### src/rtl/decq_pkg.sv
package decq_pkg;
  localparam int BYTE_W = 8;
  localparam int ARG_BYTES = 3;

  // strobes from control to datapath
  typedef struct packed {
    logic       clear;   // flush: drop partial and stored records
    logic       take;    // a code byte is accepted this cycle
    logic       takeOp;  // the accepted byte is an opcode
    logic [1:0] argIdx;  // slot for an accepted trailing byte
    logic       push;    // record completes this cycle
    logic       pop;     // head record leaves this cycle
  } decq_strobe_t;

  typedef struct packed {
    logic [BYTE_W-1:0]           opcode;
    logic [ARG_BYTES*BYTE_W-1:0] args;
    logic [1:0]                  lenCode;
  } decq_rec_t;
endpackage

### src/rtl/decq_ctrl.sv
module decq_ctrl
  import decq_pkg::*;
#(
  parameter int DEPTH = 3,
  parameter int LOW_WATER = 1,
  parameter int CNT_W = 2
) (
  input  logic             clk,
  input  logic             rstN,
  input  logic             flush,
  input  logic             byteValid,
  input  logic [1:0]       byteLenCode,
  input  logic             outReady,
  output logic             byteReq,
  output logic             outValid,
  output logic [CNT_W-1:0] occ,
  output logic [1:0]       byteIdx,
  output decq_strobe_t     strobe
);
  logic [CNT_W-1:0] count, countNext;
  logic             refill, refillNext;
  logic [1:0]       idx, lenCodeQ, curLen;
  logic             take, last, pop;

  always_comb begin
    take   = refill && byteValid && !flush;
    curLen = (idx == 2'd0) ? byteLenCode : lenCodeQ;
    last   = take && (idx == curLen);
    pop    = (count != '0) && outReady && !flush;

    if (flush) countNext = '0;
    else       countNext = count + CNT_W'(last) - CNT_W'(pop);

    if (flush)                                refillNext = 1'b1;
    else if (countNext == CNT_W'(DEPTH))      refillNext = 1'b0;
    else if (countNext <= CNT_W'(LOW_WATER))  refillNext = 1'b1;
    else                                      refillNext = refill;

    strobe.clear  = flush;
    strobe.take   = take;
    strobe.takeOp = take && (idx == 2'd0);
    strobe.argIdx = idx - 2'd1;
    strobe.push   = last;
    strobe.pop    = pop;
  end

  always_ff @(posedge clk or negedge rstN) begin
    if (!rstN) begin
      count    <= '0;
      refill   <= 1'b1;
      idx      <= 2'd0;
      lenCodeQ <= 2'd0;
    end else begin
      count  <= countNext;
      refill <= refillNext;
      if (flush) begin
        idx <= 2'd0;
      end else if (take) begin
        idx <= last ? 2'd0 : idx + 2'd1;
        if (idx == 2'd0) lenCodeQ <= byteLenCode;
      end
    end
  end

  assign byteReq  = refill;
  assign outValid = (count != '0);
  assign occ      = count;
  assign byteIdx  = idx;
endmodule

### src/rtl/decq_datapath.sv
module decq_datapath
  import decq_pkg::*;
#(
  parameter int DEPTH = 3,
  parameter int PTR_W = 2
) (
  input  logic              clk,
  input  logic              rstN,
  input  decq_strobe_t      strobe,
  input  logic [BYTE_W-1:0] byteData,
  output decq_rec_t         headRec
);
  decq_rec_t        partial, asmRec;
  decq_rec_t        slots [DEPTH];
  logic [PTR_W-1:0] wrPtr, rdPtr;

  function automatic logic [PTR_W-1:0] bump(input logic [PTR_W-1:0] p);
    return (p == PTR_W'(DEPTH - 1)) ? '0 : p + PTR_W'(1);
  endfunction

  // record as it stands after this cycle's byte, so a record can be
  // stored in the same edge its last byte arrives
  always_comb begin
    asmRec = partial;
    if (strobe.takeOp) begin
      asmRec.opcode  = byteData;
      asmRec.lenCode = byteData[1:0];
      asmRec.args    = '0;
    end else if (strobe.take) begin
      asmRec.args[strobe.argIdx*BYTE_W +: BYTE_W] = byteData;
    end
  end

  always_ff @(posedge clk or negedge rstN) begin
    if (!rstN) begin
      partial <= '0;
      wrPtr   <= '0;
      rdPtr   <= '0;
    end else if (strobe.clear) begin
      partial <= '0;
      wrPtr   <= '0;
      rdPtr   <= '0;
    end else begin
      if (strobe.take) partial <= asmRec;
      if (strobe.push) wrPtr <= bump(wrPtr);
      if (strobe.pop)  rdPtr <= bump(rdPtr);
    end
  end

  always_ff @(posedge clk) begin
    if (strobe.push && !strobe.clear) slots[wrPtr] <= asmRec;
  end

  assign headRec = slots[rdPtr];
endmodule

### src/rtl/decq_top.sv
module decq_top
  import decq_pkg::*;
#(
  parameter int DEPTH = 3,
  parameter int LOW_WATER = 1
) (
  input  logic        clk,
  input  logic        rstN,
  input  logic        flush,
  input  logic        byteValid,
  input  logic [7:0]  byteData,
  output logic        byteReq,
  output logic        outValid,
  input  logic        outReady,
  output logic [7:0]  outOpcode,
  output logic [23:0] outArgs,
  output logic [2:0]  outLen
);
  localparam int CNT_W = $clog2(DEPTH + 1);
  localparam int PTR_W = $clog2(DEPTH);

  decq_strobe_t     strobe;
  decq_rec_t        headRec;
  logic [CNT_W-1:0] occ;
  logic [1:0]       byteIdx;

  decq_ctrl #(.DEPTH(DEPTH), .LOW_WATER(LOW_WATER), .CNT_W(CNT_W)) u_ctrl (
    .clk(clk), .rstN(rstN), .flush(flush), .byteValid(byteValid),
    .byteLenCode(byteData[1:0]), .outReady(outReady), .byteReq(byteReq),
    .outValid(outValid), .occ(occ), .byteIdx(byteIdx), .strobe(strobe)
  );

  decq_datapath #(.DEPTH(DEPTH), .PTR_W(PTR_W)) u_dp (
    .clk(clk), .rstN(rstN), .strobe(strobe), .byteData(byteData),
    .headRec(headRec)
  );

  assign outOpcode = headRec.opcode;
  assign outArgs   = headRec.args;
  assign outLen    = {1'b0, headRec.lenCode} + 3'd1;
endmodule

### config.mk
export PLATFORM = sky130hd
export DESIGN_NAME = decq_top
export DESIGN_NICKNAME = d
export VERILOG_FILES = /design/src/rtl/decq_pkg.sv /design/src/rtl/decq_ctrl.sv /design/src/rtl/decq_datapath.sv /design/src/rtl/decq_top.sv
export SDC_FILE = /design/constraint.sdc
export NUM_CORES = 1
export LEC_CHECK = 0
export ABC_AREA = 1
export BUFFER_PORTS_ARGS = -buffer_cell sky130_fd_sc_hd__buf_2
export CAP_MARGIN = 25
export CORE_ASPECT_RATIO = 0.5
export CORE_MARGIN = 2
export CORE_UTILIZATION = 55
export CTS_CLUSTER_SIZE = 16
export DETAILED_ROUTE_END_ITERATION = 8
export GPL_TIMING_DRIVEN = 0
export PLACE_DENSITY = 0.74
export SLEW_MARGIN = 25
export SYNTH_ARGS = -nofsm -noshare
export SYNTH_HDL_FRONTEND = slang
export SYNTH_HIERARCHICAL = 1
export SYNTH_SLANG_ARGS = --single-unit
### constraint.sdc
create_clock -name clk -period 7.55 [get_ports clk]
set_clock_uncertainty 0.1 [all_clocks]
set_input_delay 1.51 -clock clk [delete_from_list [all_inputs] [get_ports clk]]
set_output_delay 1.51 -clock clk [all_outputs]
set_load 0.01 [all_outputs]
After elaboration in Yosys (flattened, before gate mapping)
Memories as Yosys holds them, arrays and structs flattened.
Cells that the tools add are included.
W data, S select, Z words.
{"block": "totals", "memories": 1, "ff_bits": 45, "input_bits": 13, "out_inout_bits": 37, "word_cells": 64, "ram_bits": 102}
{"block": "classes", "n_mux": 23, "magnitude_cmp": 1, "bitwise_logic": 1, "n_eq_ne": 4, "shift": 2, "reduce_logical": 15, "add_sub_neg": 8}
{"memory": "u_dp.slots", "words": 3, "word_bits": 34, "read_ports": 1, "rd_ports_with_merged_regs": 0, "write_ports": 1, "line_no": "decq_datapath.sv:14", "source": "decq_rec_t slots [DEPTH];"}
{"op": "$mux W34", "count": 2}
{"op": "$mux W24", "count": 2}
{"op": "$neg A5 Y34", "count": 1}
{"op": "$shift A8 B34 Y24 const A", "count": 1}
{"op": "$shiftx A8 B34 Y24", "count": 1}
{"op": "$bwmux W24", "count": 1}
{"op": "$mux W2", "count": 12}
{"op": "$mux W8", "count": 1}
{"op": "$reduce_bool A2 Y1", "count": 4}
{"op": "$logic_and A1 B1 Y1", "count": 7}
{"op": "$add A2 B1 Y2 const B", "count": 3}
{"op": "$eq A2 B2 Y1 const B", "count": 3}
{"op": "$mux W1", "count": 5}
{"op": "$add A2 B1 Y3 const B", "count": 1}
{"op": "$reduce_bool A3 Y1", "count": 1}
{"op": "$add A2 B1 Y2", "count": 1}
{"op": "$eq A2 B2 Y1", "count": 1}
{"op": "$le A2 B1 Y1 const B", "count": 1}
{"op": "$logic_not A2 Y1", "count": 1}
{"op": "$reduce_and A2 Y1", "count": 1}
{"op": "$sub A2 B1 Y2", "count": 1}
{"op": "$sub A2 B1 Y2 const B", "count": 1}
{"op": "$logic_not A1 Y1", "count": 1}
{"op": "$not A1 Y1", "count": 1}

Logic depth before layout (Yosys ltp)
Gate-level depths: netlist of run 1.
{"block": "logic_depth", "ltp_word": 11, "ltp_mapped": 17, "depth_no_buf": 17}

Cells and area by module
The synthesis of run 1 kept the hierarchy.
{"module": "decq_datapath", "instances": 1, "seq_area_each_um2": 4013.8, "area_per_inst_um2": 6099.6, "cells_per_inst": 606}
{"module": "decq_ctrl", "instances": 1, "seq_area_each_um2": 176.4, "area_per_inst_um2": 489.2, "cells_per_inst": 68}
{"module": "decq_top", "instances": 1, "seq_area_each_um2": 0.0, "area_per_inst_um2": 16.3, "cells_per_inst": 2}

Least setup slack after synthesis of run 1
No wires, ideal clock.
{"block": "synth_path", "kind": "input to register", "from": "in byteData[1]", "to": "mem u_dp/slots[2][0] (netlist name), enable pin", "setup_time_ns": 0.468, "path_stages": 10, "required_ns": 6.982, "path_slack_ns": 2.510, "t_arrival_ns": 4.473, "n_path_buf": 1, "path_cell_list": "inv_1 nand2_1 nand3_1 nand2_1 inv_1 nand2_2 nor2_4 buf_4 nand2_1 nor3_1"}
{"block": "synth_via", "elab_chain_len": 6}
{"element": "start, declared", "line_no": "decq_top.sv:11", "source": "input logic [7:0] byteData,"}
{"element": "$mux W2", "line_no": "decq_ctrl.sv:27", "source": "curLen = (idx == 2'd0) ? byteLenCode : lenCodeQ;"}
{"element": "$eq A2 B2 Y1", "line_no": "decq_ctrl.sv:28", "source": "last = take && (idx == curLen);"}
{"element": "$logic_and A1 B1 Y1", "line_no": "decq_ctrl.sv:28"}
{"element": "named net u_ctrl.last", "line_no": "decq_ctrl.sv:23", "source": "logic take, last, pop;"}
{"element": "$logic_and A1 B1 Y1", "line_no": "decq_datapath.sv:51", "source": "if (strobe.push && !strobe.clear) slots[wrPtr] <= asmRec;"}
{"element": "$mux W1", "line_no": "decq_datapath.sv:51"}
{"element": "$mux W1 (not written as such)", "line_no": "decq_datapath.sv:51"}
{"element": "end, declared", "line_no": "decq_datapath.sv:14"}
The timed path passes the listed nets, and every way through them passes these cells.

Final worst setup path of run 1
{"block": "layout_path", "from": "reg u_dp.rdPtr[1]", "to": "out outArgs[14]"}
{"block": "layout_via", "elab_chain_len": 1}
{"element": "start, declared", "line_no": "decq_datapath.sv:15", "source": "logic [PTR_W-1:0] wrPtr, rdPtr;"}
{"element": "start signal, assigned", "line_no": "decq_datapath.sv:46", "source": "if (strobe.pop) rdPtr <= bump(rdPtr);"}
{"element": "$mem_v2 Z3 W34"}
{"element": "end, declared", "line_no": "decq_top.sv:16", "source": "output logic [23:0] outArgs,"}
No other way between the ends.

==> results.rst, run 1 <==
.. list-table::
   :header-rows: 1

   * - Metric
     - Value
   * - Run status
     - completed
   * - Power share of the sequential group
     - 45.9%
   * - Crit-path max FO
     - 10
   * - Minimum clock period after layout
     - 3.722 ns
   * - Max Cap Violations
     - 0
   * - Number of post-CTS setup repair buffers
     - 0
   * - CTS Sinks
     - 147
   * - Root Buffer
     - clkbuf_16
   * - Maximum ir drop on the vdd rail
     - 0.0001539 V
   * - Number of antenna violations at the first check in global routing
     - 0
   * - Post-synth design cell area
     - 6605 um2
   * - Number of buffers on the longest clock path
     - 2
   * - Worst-Skew Late Latency
     - 0.42 ns
   * - Total GRT Usage
     - 23.85%
   * - Path category of the worst min-delay check
     - reg -> reg
   * - Reg clk slew, reported paths
     - 0.06 ns
   * - Number of rows created at floorplan
     - 28
   * - CP Buf/Inv Count
     - 4
   * - Syn Nets
     - 697
   * - Critical path's slowest cell
     - clkbuf_1
   * - Number of DRC markers after the initial detailed-route iteration
     - 427
   * - Combined flip-flop and latch cell area
     - 4190 um2
   * - Net switching power of the design
     - 0.5169 mW
   * - Startpoint type of the worst setup path
     - flop
   * - Ratio of total power to cell area
     - 250.2 nW/um2
   * - Total of hold buffers inserted after clock tree synthesis
     - 0
   * - Category of the most critical setup path
     - reg -> out
   * - Post-cts sizing count
     - 0
   * - Layout cells sized above 1
     - 17.04%
   * - Final-report hold violation count
     - 0
   * - Cell count along the critical path
     - 6
   * - Slew at the pin closest to its max-slew limit
     - 0.6875 ns
   * - Total DRC errors in the routed layout
     - 0
   * - Number of optimization iterations in the first detailed-route pass
     - 5
   * - Critical Path Max Stage Delay
     - 0.54 ns
   * - Global-route wire length before repair
     - 23030 um
   * - Sequential fraction of the synthesis area
     - 63.44%
   * - Max-slew headroom
     - 54.17%
   * - Total number of yosys warnings
     - 6
   * - Vias in the first global route
     - 4563
   * - Number of cells after detailed placement
     - 896
   * - Area of the die
     - 12960 um2
   * - Clk pwr share
     - 41.7%
   * - Count of antenna diodes in the layout
     - 0
   * - Die H
     - 81.49 um
   * - Tcrit/Tclk final
     - 49.29%
   * - I/O pin total
     - 50
   * - Final number of setup-violating endpoints
     - 0
   * - Final total negative setup slack
     - 0 ns
   * - Final cell count without fillers
     - 928
   * - FILL cells
     - 900
   * - Summed area of non-filler cells in the final layout
     - 7727 um2
   * - Number of levels the H-tree was split into
     - 4
   * - Overall overflow remaining after global route
     - 0
   * - Post-synthesis instance total
     - 676
   * - Required @ worst endpoint
     - 5.94 ns
   * - Worst EP arrival
     - 2.11 ns
   * - Effective utilization at floorplan
     - 56.11%
   * - NumNets Final
     - 771
   * - Number of library cell types mapped by synthesis
     - 27
   * - Internal Power
     - 1.416 mW
   * - Antenna viol nets, final
     - 0
   * - Flip-flop and latch count after synthesis
     - 147
   * - Setup repair after global routing missed its margin
     - no
   * - Switching Share
     - 26.74%
   * - Logic pwr share
     - 12.4%
   * - Number of vias per cell
     - 5.301
   * - Clock tree from TritonCTS
     - built
   * - Half-perimeter wire length after detailed placement
     - 10040 um
   * - Total wire length after detailed routing
     - 14600 um
   * - Width of the die
     - 159.0 um
   * - Leakage power
     - 3.510 nW
   * - Maximum frequency from static timing analysis
     - 268.7 MHz
   * - Via count of the routed design
     - 4919
   * - Combined area of the multi-input logic cells
     - 2048 um2
   * - Depth of the worst register-to-register path
     - 13
   * - Max-slew violation count
     - 0
   * - Total placed instance area
     - 7157 um2
   * - Growth of design area from synthesis to finish
     - 16.99%
   * - Critical path's top delay family
     - buffers and inverters
   * - Hold path depth
     - 2
   * - Maximum number of pins on one net before global-route repair
     - 46
   * - Average size of a mapped cell
     - 9.771 um2
   * - Critical path endpoint category
     - output pin
   * - Final weighted congestion in routability-driven placement
     - 0.9006
   * - Total clock buffers created by CTS
     - 17
   * - Cell Chain, Critical Path
     - buf_2, inv_4, clkbuf_1, nand3_1, nand3_1, buf_2
   * - Quantity of I/O buffers inserted on ports
     - 49
   * - Detail-routed net length per standard cell
     - 15.73 um
   * - Core footprint
     - 11770 um2
routing by layer:
| layer | routed length (um) | GRT usage, % | share of wire [%] |
|---|---|---|---|
| met5 | 0 | 0 | 0 |
| met4 | 190 | 9.818 | 1.3 |
| met3 | 1082 | 4.848 | 7.4 |
| met2 | 6553 | 39.00 | 45 |
| met1 | 6773 | 32.18 | 46 |
cell usage after synthesis, drive strengths merged:
master	instances	area (um2)
and2	16	100.1
o22ai	8	50.05
clkbuf	10	37.54
edfxtp	102	3063
buf	21	132.6
or2	1	6.260
nor2	62	250.2
ha	8	100.1
a31oi	1	6.260
nand2	200	758.2
o21a	6	45.04
a21oi	15	75.07
dfstp	1	26.28
nor3	1	5.000
xor2	1	8.760
dfrtp	44	1101
o21ai	16	80.08
nand3	106	543.0
inv	57	216.5
logic make-up after synthesis:
group / after synthesis / synth area share (%)
buffers and inverters: 88 / 5.853
flip-flops: 147 / 63.44
XOR/XNOR: 1 / 0.1326
AND/OR/NAND/NOR: 386 / 25.18
adder cells (fa/ha/maj): 8 / 1.515
AO/OA/AOI/OAI: 46 / 3.883
path summary, 6_finish.rpt:
path                                    from           endpoint  slack (ns)
min in group asynchronous               rstN      u_dp/wrPtr[0]        1.00
min                         u_dp/partial[20]   u_dp/partial[20]        0.38
max in group asynchronous               rstN   u_dp/partial[29]        5.94
max                            u_dp/rdPtr[1]        outArgs[14]        3.83
max reg2reg                u_ctrl/byteIdx[0]  u_dp/slots[2][31]        4.46
min reg2reg                 u_dp/partial[20]   u_dp/partial[20]        0.38
power groups by stage:
stage / clock network [mW] / registers [mW] / logic (mW)
floorplan: 0 / 0.902 / 0.158
global placement: 0 / 0.904 / 0.229
detailed placement: 0 / 0.904 / 0.237
CTS: 0.816 / 0.887 / 0.239
global route: 0.850 / 0.889 / 0.270
finish: 0.807 / 0.887 / 0.239
area by class of cell:
cell class                      count  area share, %
Sequential cell                   147          54.23
Multi-Input combinational cell    441          26.51
Clock buffer                       17          5.505
Timing Repair Buffer               55          4.210
Inverter                           57          2.801
Tap cell                          165          2.672
Buffer                             31          2.202
Clock inverter                     15          1.878
worst register-to-register path: cells and delay by family (launching register included):
family | cells | cell delay, ns
fa+ha+maj | 1 | 0.25
buf+inv | 5 | 0.88
flops | 1 | 0.41
simple gates | 7 | 1.15
sequential cells by signal (all words and copies together), names as in the netlist:
register and count:
u_ctrl/byteIdx 2, u_ctrl/byteReq 1, u_ctrl/lenCodeQ 2, u_ctrl/occ 2, u_dp/partial 34, u_dp/rdPtr 2
u_dp/slots 102, u_dp/wrPtr 2
per-stage QoR:
| step | hold WS (ns) | total power, mW | worst slack [ns] | util (%) |
|---|---|---|---|---|
| floorplan | 0.3494 | 1.060 | 2.510 | - |
| finish | 0.3782 | 1.933 | 3.828 | 65.65 |
| global route | 0.3921 | 2.008 | 3.748 | 65.65 |
| detailed placement | 0.3655 | 1.141 | 3.597 | 60.80 |
| CTS | 0.3817 | 1.942 | 3.843 | 65.65 |
| global placement | 0.3616 | 1.133 | 0.5483 | 59.95 |
cell usage in the layout (no fill, tap or decap), drive strengths merged, types with 6 or more instances in the layout:
| master | count |
|---|---|
| and2 | 16 |
| nand3 | 106 |
| clkinv | 6 |
| a21oi | 15 |
| o21a | 6 |
| o22ai | 8 |
| clkbuf | 27 |
| edfxtp | 102 |
| inv | 64 |
| o21ai | 16 |
| buf | 76 |
| dfrtp | 44 |
| nand2 | 200 |
| nor2 | 62 |
| ha | 8 |
Power figures use the tool's default switching activity.
==> inputs of run 2 (changes only) <==
- CORE_UTILIZATION: 55 -> 54
- PLACE_DENSITY: 0.74 -> 0.76
- clock period: 7.55 -> 3 ns (I/O delays scaled with it)
==> results.rst, run 2 (synthesis gave the netlist of run 1 again) <==
.. list-table::
   :header-rows: 1

   * - Metric
     - Value
   * - Run status
     - completed
   * - Total wire length after detailed routing
     - 14720 um (+0.84%)
   * - Number of vias per cell
     - 5.347 (+0.88%)
   * - Pre-CTS setup slack
     - -0.1311 ns (-3.728 ns)
   * - Vias in the first global route
     - 4693 (+2.8%)
   * - Root Buffer
     - clkbuf_16
   * - Slew at the pin closest to its max-slew limit
     - 0.6505 ns (-0.03695 ns)
   * - Final cell count without fillers
     - 927 (-0.11%)
   * - Post-cts sizing count
     - 0 (unchanged)
   * - Final weighted congestion in routability-driven placement
     - 0.9472 (+5.2%)
   * - CP Buf/Inv Count
     - 3 (-1)
   * - Max-slew violation count
     - 0 (unchanged)
   * - Width of the die
     - 160.4 um (+0.90%)
   * - Growth of design area from synthesis to finish
     - 17.58%
   * - Path category of the worst min-delay check
     - in -> async
   * - Startpoint type of the worst setup path
     - flop
   * - Die H
     - 82.21 um (+0.88%)
   * - Number of optimization iterations in the first detailed-route pass
     - 5 (unchanged)
   * - Ratio of total power to cell area
     - 646.6 nW/um2 (+160%)
   * - Global-route wire length before repair
     - 23450 um (+1.8%)
   * - FILL cells
     - 882 (-2.0%)
   * - Cell Chain, Critical Path
     - inv_1, ha_1, nand2_1, nand2_1, nand2_1, nand2_1, nand2_2, nor2_4, buf_4, nand2_1, nor2_4, buf_12
   * - Detail-routed net length per standard cell
     - 15.88 um (+0.94%)
   * - Post-route worst hold slack
     - 0.07428 ns (-0.3040 ns)
   * - Number of DRC markers after the initial detailed-route iteration
     - 478 (+12%)
   * - Critical path endpoint category
     - flop
   * - Total clock buffers created by CTS
     - 17 (unchanged)
   * - Maximum number of pins on one net before global-route repair
     - 46 (unchanged)
   * - NumNets Final
     - 770 (-0.13%)
   * - Quantity of I/O buffers inserted on ports
     - 49 (unchanged)
   * - Final number of setup-violating endpoints
     - 0 (unchanged)
   * - Number of rows created at floorplan
     - 28 (unchanged)
   * - Critical path's slowest cell
     - nor2_4
   * - Most frequent cells in the layout
     - 197 x nand2_1, 105 x nand3_1, 102 x edfxtp_1
   * - Setup repair after global routing missed its margin
     - no
   * - Max-slew headroom
     - 56.63% (+2.5 points)
   * - Total DRC errors in the routed layout
     - 0 (unchanged)
   * - Maximum frequency from static timing analysis
     - 358.4 MHz
   * - Summed area of non-filler cells in the final layout
     - 7766 um2 (+0.50%)
   * - Leading cell type in the layout, fill and taps excluded
     - nand2_1
   * - Largest registers
     - u_dp/slots (102), u_dp/partial (34)
   * - Layout cells sized above 1
     - 16.67% (-0.37 points)
   * - CP startpoint
     - u_ctrl/byteIdx[0]
   * - Leakage power
     - 3.518 nW (+0.22%)
   * - Combined area of the multi-input logic cells
     - 2054 um2 (+0.31%)
   * - Overall overflow remaining after global route
     - 0 (unchanged)
   * - Tcrit/Tclk final
     - 93.00%
   * - Max reg flops
     - 102 (unchanged)
   * - Category of the most critical setup path
     - reg -> reg
   * - Via count of the routed design
     - 4957 (+0.77%)
   * - Minimum clock period after layout
     - 2.790 ns
   * - Core footprint
     - 11880 um2 (+0.89%)
   * - Worst-Skew Late Latency
     - 0.43 ns (about the same)
   * - CTS Sinks
     - 147 (unchanged)
   * - Number of antenna violations at the first check in global routing
     - 0 (unchanged)
   * - Crit Reg-Reg Startpoint
     - u_ctrl/byteIdx[0]
   * - Area of the die
     - 13190 um2 (+1.8%)
   * - Total of hold buffers inserted after clock tree synthesis
     - 0 (unchanged)
   * - Total placed instance area
     - 7152 um2 (about the same)
   * - Half-perimeter wire length after detailed placement
     - 10190 um (+1.5%)
   * - Effective utilization at floorplan
     - 55.62% (-0.50 points)
   * - Cell with the most instances on the worst path
     - nand2_1
   * - Max Cap Violations
     - 0 (unchanged)
   * - Number of levels the H-tree was split into
     - 4 (unchanged)
   * - Crit-path max FO
     - 22 (+12)
   * - Count of antenna diodes in the layout
     - 0 (unchanged)
   * - Reg clk slew, reported paths
     - 0.06 ns (about the same)
   * - Critical path's top delay family
     - simple AND/OR/NAND/NOR gates
   * - Number of buffers on the longest clock path
     - 2 (unchanged)
   * - Crit path setup slack, layout
     - 0.2100 ns (-3.618 ns)
   * - I/O pin total
     - 50 (unchanged)
   * - Total GRT Usage
     - 23.83% (about the same)
   * - Critical Path Max Stage Delay
     - 0.49 ns (-0.05 ns)
   * - Number of cells after detailed placement
     - 894 (-0.22%)
   * - Required @ worst endpoint
     - 3.03 ns (-2.91 ns)
   * - Clock tree from TritonCTS
     - built
   * - Worst EP arrival
     - 2.82 ns (+0.71 ns)
   * - Final-report hold violation count
     - 0 (unchanged)
   * - Maximum ir drop on the vdd rail
     - 0.0003978 V (+160%)
   * - Antenna viol nets, final
     - 0 (unchanged)
   * - Combined flip-flop and latch cell area
     - 4190 um2 (unchanged)
   * - Top register by number of flip-flops
     - u_dp/slots
==> run 2: cell count changes in the layout (fill, tap and decap cells not counted), sizes merged <==
cell and change:
clkinv -3, bufinv +2, clkbuf +2, inv -2
buf -1, clkinvlp +1
==> run 2: power breakdown <==
part	internal, mW	leakage, nW	switching, mW
logic	0.185	1.64	0.419
clock network	1.32	0.291	0.860
registers	2.22	1.59	0.0177
total	3.73	3.52	1.30
==> run 2: stage by stage <==
| stage | setup TNS (ns) | utilization, % | total power [mW] |
|---|---|---|---|
| floorplan | -33.87 | - | 2.669 |
| global placement | -153.62 | 59.46 | 2.850 |
| detailed placement | -1.824 | 60.22 | 2.872 |
| CTS | 0 | 65.39 | 5.035 |
| global route | 0 | 65.39 | 5.204 |
| finish | 0 | 65.39 | 5.021 |
==> run 2: final timing paths <==
check	end	slack, ns	depth (start not counted)
max	u_dp/slots[0][22]	0.21	12
min	u_ctrl/byteIdx[1]	0.07	1
max reg2reg	u_dp/slots[0][22]	0.21	12
min reg2reg	u_dp/partial[15]	0.38	2
max in group asynchronous	u_dp/partial[20]	2.31	1
min in group clk	u_ctrl/occ[0]	0.28	2
==> run 2: per-layer routing <==
metal	vias to the layer above	part of all wire, %	track usage [%]
met4	0	2.0	10.09
li1	2395	-	-
met5	-	0	0
met1	2356	45	31.95
met3	29	7.8	5.644
met2	177	45	38.23
==> run 2: area by class of cell <==
type,instances,share of cell area [%]
inverters,57,2.787
flip-flops and latches,147,53.96
repair buffers,54,4.140
clock inverters,13,2.239
multi-input cells,441,26.45
plain buffers,31,2.191
clock buffers,19,5.574
well taps,165,2.658
==> run 2: repair_timing <==
action / 4_1_cts / 5_1_grt
endpoints found under the setup margin: 14 / 8
pin swaps: 1 / 1
setup buffers: 1 / 0
==> run 2: worst reg2reg max path, stage by stage, from the launching register on <==
cell,delay (ns)
dfrtp_1,0.40
inv_1,0.16
ha_1,0.25
nand2_1,0.10
nand2_1,0.09
nand2_1,0.05
nand2_1,0.07
nand2_2,0.09
nor2_4,0.11
buf_4,0.12
nand2_1,0.20
nor2_4,0.49
buf_12,0.25
